### src/rtl/nro_pkg.sv
package nro_pkg;
    localparam int MODE_W = 2;
    localparam int NUM_LVL = 2;
    localparam int IDX_A = 0;
    localparam int IDX_B = 1;

    typedef enum logic [MODE_W-1:0] {
        MODE_EXCL_EVT   = 2'b00,
        MODE_EXCL_ST    = 2'b01,
        MODE_FORBID_ST  = 2'b10,
        MODE_FORBID_EVT = 2'b11
    } nro_mode_e;

    typedef enum logic [1:0] {
        OBS_QUIET   = 2'b00,
        OBS_ARMED   = 2'b01,
        OBS_TRIPPED = 2'b10
    } obs_state_e;
endpackage

### src/rtl/nro_edges.sv
module nro_edges #(
    parameter int N = 2
) (
    input  logic         clk,
    input  logic         rst,
    input  logic [N-1:0] lvl,
    output logic [N-1:0] prev,
    output logic [N-1:0] rise
);
    for (genvar i = 0; i < N; i++) begin : g_lvl
        always_ff @(posedge clk) begin
            if (rst) prev[i] <= 1'b0;
            else     prev[i] <= lvl[i];
        end
        assign rise[i] = lvl[i] & ~prev[i];
    end
endmodule

### src/rtl/nro_rules.sv
module nro_rules
    import nro_pkg::*;
(
    input  nro_mode_e          mode,
    input  logic [NUM_LVL-1:0] lvl,
    input  logic [NUM_LVL-1:0] prev,
    input  logic [NUM_LVL-1:0] rise,
    input  logic               evt,
    output logic               hit_now,
    output logic               arm_evt,
    output logic               forbid_lvl
);
    logic in_a, in_b, end_a;

    // closed interval: the first low cycle after a high one still belongs
    assign in_a  = lvl[IDX_A] | prev[IDX_A];
    assign in_b  = lvl[IDX_B] | prev[IDX_B];
    assign end_a = prev[IDX_A] & ~lvl[IDX_A];

    always_comb begin
        hit_now    = 1'b0;
        arm_evt    = 1'b0;
        forbid_lvl = 1'b0;
        unique case (mode)
            MODE_EXCL_EVT: begin
                hit_now = evt & in_a;
            end
            MODE_EXCL_ST: begin
                hit_now = (rise[IDX_B] & in_a) | (rise[IDX_A] & in_b);
            end
            MODE_FORBID_ST: begin
                arm_evt    = end_a;
                forbid_lvl = lvl[IDX_B];
            end
            MODE_FORBID_EVT: begin
                arm_evt    = evt;
                forbid_lvl = lvl[IDX_A];
            end
        endcase
    end
endmodule

### src/rtl/neg_relation_observer.sv
module neg_relation_observer
    import nro_pkg::*;
(
    input  logic       clk,
    input  logic       rst,
    input  logic [1:0] mode,
    input  logic       state_a,
    input  logic       state_b,
    input  logic       event_p,
    input  logic       clear_arm,
    output logic       viol_sticky,
    output logic       viol_pulse
);
    logic [NUM_LVL-1:0] lvl, prev, rise;
    logic               hit_now, arm_evt, forbid_lvl;
    nro_mode_e          mode_e, mode_q;
    obs_state_e         state_q, state_d;

    assign lvl[IDX_A] = state_a;
    assign lvl[IDX_B] = state_b;
    assign mode_e     = nro_mode_e'(mode);

    nro_edges #(.N(NUM_LVL)) u_edges (
        .clk  (clk),
        .rst  (rst),
        .lvl  (lvl),
        .prev (prev),
        .rise (rise)
    );

    nro_rules u_rules (
        .mode       (mode_e),
        .lvl        (lvl),
        .prev       (prev),
        .rise       (rise),
        .evt        (event_p),
        .hit_now    (hit_now),
        .arm_evt    (arm_evt),
        .forbid_lvl (forbid_lvl)
    );

    always_ff @(posedge clk) begin
        if (rst) mode_q <= MODE_EXCL_EVT;
        else     mode_q <= mode_e;
    end

    // state register
    always_ff @(posedge clk) begin
        if (rst) state_q <= OBS_QUIET;
        else     state_q <= state_d;
    end

    // transitions
    always_comb begin
        state_d = state_q;
        unique case (state_q)
            OBS_QUIET: begin
                if (hit_now)                     state_d = OBS_TRIPPED;
                else if (arm_evt && !clear_arm)  state_d = OBS_ARMED;
            end
            OBS_ARMED: begin
                if (clear_arm || mode_e != mode_q) state_d = OBS_QUIET;
                else if (forbid_lvl)               state_d = OBS_TRIPPED;
            end
            OBS_TRIPPED: state_d = OBS_TRIPPED;
            default:     state_d = OBS_QUIET;
        endcase
    end

    // outputs
    always_ff @(posedge clk) begin
        if (rst) begin
            viol_sticky <= 1'b0;
            viol_pulse  <= 1'b0;
        end else begin
            viol_sticky <= (state_d == OBS_TRIPPED);
            viol_pulse  <= (state_d == OBS_TRIPPED) && (state_q != OBS_TRIPPED);
        end
    end
endmodule

### config.mk
export PLATFORM = sky130hd
export DESIGN_NAME = neg_relation_observer
export DESIGN_NICKNAME = d
export VERILOG_FILES = /design/src/rtl/nro_pkg.sv /design/src/rtl/nro_edges.sv /design/src/rtl/nro_rules.sv /design/src/rtl/neg_relation_observer.sv
export SDC_FILE = /design/constraint.sdc
export NUM_CORES = 1
export LEC_CHECK = 0
export CAP_MARGIN = 20
export CORE_AREA = 2 2 39 41
export DETAILED_ROUTE_END_ITERATION = 8
export DIE_AREA = 0 0 41 43
export PLACE_DENSITY = 0.53
export SLEW_MARGIN = 5
export SYNTH_ARGS = -nofsm -noshare
export SYNTH_HDL_FRONTEND = slang
export SYNTH_SLANG_ARGS = --single-unit
### constraint.sdc
create_clock -name clk -period 1.55 [get_ports clk]
set_input_delay 0.155 -clock clk [delete_from_list [all_inputs] [get_ports clk]]
set_output_delay 0.155 -clock clk [all_outputs]
set_load 0.05 [all_outputs]
==> results of run 1 <==
## worst max-delay path: cells and delay by family
family | cells | cell delay, ps
compound gates | 1 | 210
xor+xnor | 1 | 130
buf+inv | 1 | 560
simple gates | 2 | 540
## sequential cells by signal, summed over array words and instances (netlist names)
name	flops
u_edges.prev	2
state_q	2
viol_sticky	1
mode_q	2
viol_pulse	1
## per-layer routing
metal  share of wire  global-route usage
met5               0                   0
met4               0              0.0400
met1            0.54               0.117
met3           0.039              0.0785
met2            0.42               0.109
## path summary, 6_finish.rpt
| path | to | slack [ps] |
|---|---|---|
| worst max-delay path | viol_pulse$_SDFF_PP0_ | 130 |
| worst min-delay path | viol_pulse$_SDFF_PP0_ | 510 |
| worst max register to register | viol_pulse$_SDFF_PP0_ | 240 |
| worst min register to register | viol_pulse$_SDFF_PP0_ | 510 |
## power by group
group	switching, mW	internal [mW]
clock network	0.0647	0.0882
registers	0.00683	0.217
logic	0.0372	0.0436
## cells by family after synthesis
kind of cell	synth area share
simple gates	0.211
compound gates	0.200
flops	0.449
xor+xnor	0.0702
buf+inv	0.0421
mux	0.0281
## stage by stage
step	utilization	setup slack, ps	setup TNS [ps]	area [sq um]
after floorplan	-	330	0	357
after global placement	0.342	-117	-240	473
after detailed placement	0.342	-124	-286	473
after CTS	0.358	136	0	495
after global routing	0.358	89.0	0	495
final	0.358	132	0	495
## cell type report
class	count	area, sq um	share of cell area
Tap cell	16	20.0	0.0404
Clock buffer	3	22.5	0.0455
Multi-Input combinational cell	25	181	0.366
Inverter	1	3.75	0.00758
Timing Repair Buffer	12	108	0.217
Sequential cell	8	160	0.323
## layout by cell type, fill, tap and decap left out, types with 2 or more instances in the layout
master           n
dfxtp_1          8
clkdlybuf4s50_1  7
nor2b_1          5
buf_4            5
nor2_1           4
clkbuf_4         3
a21o_1           2
a31oi_1          2
==> impl_metrics.ini, run 1 <==
[status]
run_status = complete, no violations

[clock_tree]
cts_resized = 0
cts_made_buffers = 3
clockBufferDepth = 2
cts_hold_buf = 0
insertion_delay_ps = 240
cts_tree = yes
clock_sinks = 8
htree_levels = 1
cts-root-buf = clkbuf_4
cts_setup_buffers = 0
clkTransAtPathRegs_ps = 50

[floorplan]
die_h_microns = 43
core_sq_mm = 0.00138
fp-row-count = 14
dieArea_sq_mm = 0.00176
num_io_pins = 10
die_w_microns = 41
start_util = 0.258

[routing]
drt_iter0_drc = 6
first_pass_iters = 4
viasPerCell = 4.29
routedWlPerCell_microns = 9.51
drt_wl_total_microns = 618
vias = 279
drc = 0
drtAntennaViolNets = 0

[synth]
avgSynthCellArea_sq_um = 10.2
ys.flop_type = dfxtp_1
synth.most_common_cell = dfxtp_1
synthTopCellsByCount = dfxtp_1 (8), nor2b_1 (5), nor2_1 (4), a21o_1 (2), a31oi_1 (2)
synth_area_sq_um = 357
syn_nets = 43
synth_cells = 35
synth.largest_area_cell = dfxtp_1
synth_seq_cells = 8
yosysSeqAreaShare = 0.449
synth_edf_count = 0
async_reset_ff_frac = 0
yosys_warnings = 0
yosys-top-cells-area = dfxtp_1 (45%), nor2b_1 (8.8%), xnor2_2 (4.6%)
yosysTopAreaCellShare = 0.449
ys_types = 19

[final_layout]
antennaDiodeCount = 0
fillers = 147
area_delta_synth_final_pct = 38.9
fin_cells = 65
nets = 59
drive_gt1_frac = 0.245

[timing]
fin_hold_ws_ps = 507
setup_violations = 0
rsz0062_at_grt = no
maxSlewViolCount = 0
fmax_mhz = 705
finalCritPeriodShare = 0.915
tightest_slew_ps = 270
timing.final.hold_violations = 0
clock_skew_ps = 1.06
max_slew_margin = 0.820
period_minus_slack_ps = 1420

[setup_path]
slowest_delay_ps = 560
slowest_stage = clkdlybuf4s50_1
cp.required_ps = 1720
timing.rr.start = state_q[1]$_SDFF_PP0_
end_kind = flop
crit_start = mode[0]
crit_path_max_fanout = 3
r2r_cells = 4
cp-start-kind = primary input
critPathArrivalTime_ps = 1590
critPathKind = in -> reg
path_cells = clkdlybuf4s50_1 -> xnor2_2 -> nand4_1 -> or3b_4 -> a211oi_2

[global_route]
grt_max_degree = 7
grt_usage = 0.0926
grt_pass1_vias = 241
grt_first_pass_wirelength_microns = 1010
antenna_found_initial = 0
gr-total-overflow = 0

[placement]
port_buffers = 9
placed_cells = 62
dp_hpwl_microns = 490
place.gp.congestion = 0.658

[worst_hold_path]
hp-class = reg -> reg
hp-start = state_q[1]$_SDFF_PP0_
hold_path_depth = 1

[power_and_ir_drop]
leakagePower_nw = 0.196
ir_worst_vdd_mv = 0.355
p_total_uw = 458
power_density_mw_per_mm2 = 924

[job]
drv_cap = 0
Power figures use the tool's default switching activity.
==> run 2, diff against run 1 <==
--- a/config.mk
+++ b/config.mk
@@ -9,7 +9,7 @@
 export CORE_AREA = 2 2 39 41
 export DETAILED_ROUTE_END_ITERATION = 8
 export DIE_AREA = 0 0 41 43
-export PLACE_DENSITY = 0.53
+export PLACE_DENSITY = 0.6
 export SLEW_MARGIN = 5
 export SYNTH_ARGS = -nofsm -noshare
 export SYNTH_HDL_FRONTEND = slang
==> run 2 against run 1 <==
Hold slack worse by 13 ps. Routed wire length grew 6.8%. Worst setup slack better by 44 ps. Count of clock-buffer cells in the layout did not move. Fmax up 3.2%. Global-route usage up 1.6 points. Combinational power rose by 0.9%. Via count is 4.7% higher.
==> impl_metrics.ini, run 2 (synthesis results as in run 1) <==
[timing]
setup_violations = 0
finalCritPeriodShare = 0.886
fmax_mhz = 728
max_slew_margin = 0.834
timing.final.hold_violations = 0
rsz0062_at_grt = no
tightest_slew_ps = 248
period_minus_slack_ps = 1370
clock_skew_ps = 2.27
maxSlewViolCount = 0

[worst_hold_path]
hold_path_depth = 1
hp-start = state_q[1]$_SDFF_PP0_
hp-class = reg -> reg
holdPathEnd = viol_pulse$_SDFF_PP0_

[global_route]
gr-total-overflow = 0
grt_first_pass_wirelength_microns = 1240
antenna_found_initial = 0
grt_usage = 0.109
grt_max_degree = 7
grt_pass1_vias = 300

[setup_path]
crit_path_max_fanout = 3
r2r_cells = 4
regToRegEndpoint = viol_pulse$_SDFF_PP0_
critPathKind = in -> reg
cp.required_ps = 1720
timing.rr.start = state_q[1]$_SDFF_PP0_
ff2ff_setup_slack_ps = 240
cp-start-kind = primary input
critPathArrivalTime_ps = 1540
end_kind = flop

[final_layout]
nets = 59
drive_gt1_frac = 0.245
fillers = 156
largestRegisters = mode_q: 2 flops, state_q: 2 flops, u_edges.prev: 2 flops
area_delta_synth_final_pct = 38.9
final_common_cell = dfxtp_1
antennaDiodeCount = 0
fin_cells = 65
final_cell_mix = dfxtp_1 (8), clkdlybuf4s50_1 (7), nor2b_1 (5), buf_4 (5), nor2_1 (4)
final_util = 0.358

[power_and_ir_drop]
ir_worst_vdd_mv = 0.571
power_density_mw_per_mm2 = 923
p_total_uw = 457
leakagePower_nw = 0.196
pwr-share-seq = 0.490
combPwrFrac = 0.178
swShare = 0.236
switching_power_uw = 108
clkPwrFrac = 0.331
internal_power_uw = 349

[routing]
vias = 292
drt_iter0_drc = 3
routedWlPerCell_microns = 10.2
first_pass_iters = 3
drt_wl_total_microns = 660
drtAntennaViolNets = 0
viasPerCell = 4.49
drc = 0

[clock_tree]
cts-root-buf = clkbuf_4
insertion_delay_ps = 250
cts_made_buffers = 3
htree_levels = 1
cts_resized = 0
cts_hold_buf = 0
clkTransAtPathRegs_ps = 50
clockBufferDepth = 2
cts_setup_buffers = 0
cts_tree = yes
clock_sinks = 8

[floorplan]
core_sq_mm = 0.00138
dieArea_sq_mm = 0.00176
die_h_microns = 43
die_w_microns = 41
fp-row-count = 14
num_io_pins = 10
start_util = 0.258

[placement]
place.gp.congestion = 0.704
placed_cells = 62
dp_hpwl_microns = 484
port_buffers = 9

[job]
drv_cap = 0

[status]
run_status = complete, no violations
[run 2: cell counts in the layout (fill, tap and decap cells not counted)]
Identical to the previous run, type by type.
[run 2: critical path, stage by stage]
cell	delay, ps
clkdlybuf4s50_1	530
xnor2_2	120
nand4_1	130
or3b_4	410
a211oi_2	210
[run 2: per-stage QoR]
stage               setup slack, ps  cell area, sq um  TNS (ps)  hold WS, ps
finish                          176               495         0          494
floorplan                       330               357         0          220
CTS                             171               495         0          490
global route                   98.2               495         0          506
global placement              -87.7               473      -149          489
detailed placement            -92.0               473      -179          486
[run 2: final cells by class]
class                   count  area, sq um  area share
well taps                  16         20.0      0.0404
inverters                   1         3.75     0.00758
multi-input cells          25          181       0.366
clock buffers               3         22.5      0.0455
flip-flops and latches      8          160       0.323
repair buffers             12          108       0.217
[run 2: power by group through the flow]
stage / sequential [mW] / clock (mW) / combinational (mW)
finish: 0.224 / 0.152 / 0.0815
global route: 0.226 / 0.170 / 0.0896
CTS: 0.224 / 0.157 / 0.0824
detailed placement: 0.228 / 0 / 0.0811
global placement: 0.228 / 0 / 0.0808
floorplan: 0.239 / 0 / 0.0345
[run 2: per-layer routing]
| metal | routed length, microns | global-route usage | vias up | share of wire |
|---|---|---|---|---|
| met5 | 0 | 0 | - | 0 |
| met4 | 0 | 0.0200 | 0 | 0 |
| met3 | 52 | 0.0785 | 0 | 0.079 |
| met2 | 325 | 0.147 | 10 | 0.49 |
| met1 | 282 | 0.140 | 129 | 0.43 |
| li1 | - | - | 153 | - |
[run 2: worst max path at each step]
stage	from	end	slack, ps	depth (start not counted)
floorplan	mode_q[0]$_SDFF_PP0_	viol_pulse$_SDFF_PP0_	330	4
global placement	mode[0]	viol_pulse$_SDFF_PP0_	-90	5
detailed placement	mode[0]	viol_pulse$_SDFF_PP0_	-90	5
CTS	mode[0]	viol_pulse$_SDFF_PP0_	170	5
global route	mode[0]	viol_pulse$_SDFF_PP0_	100	5
finish	mode[0]	viol_pulse$_SDFF_PP0_	180	5
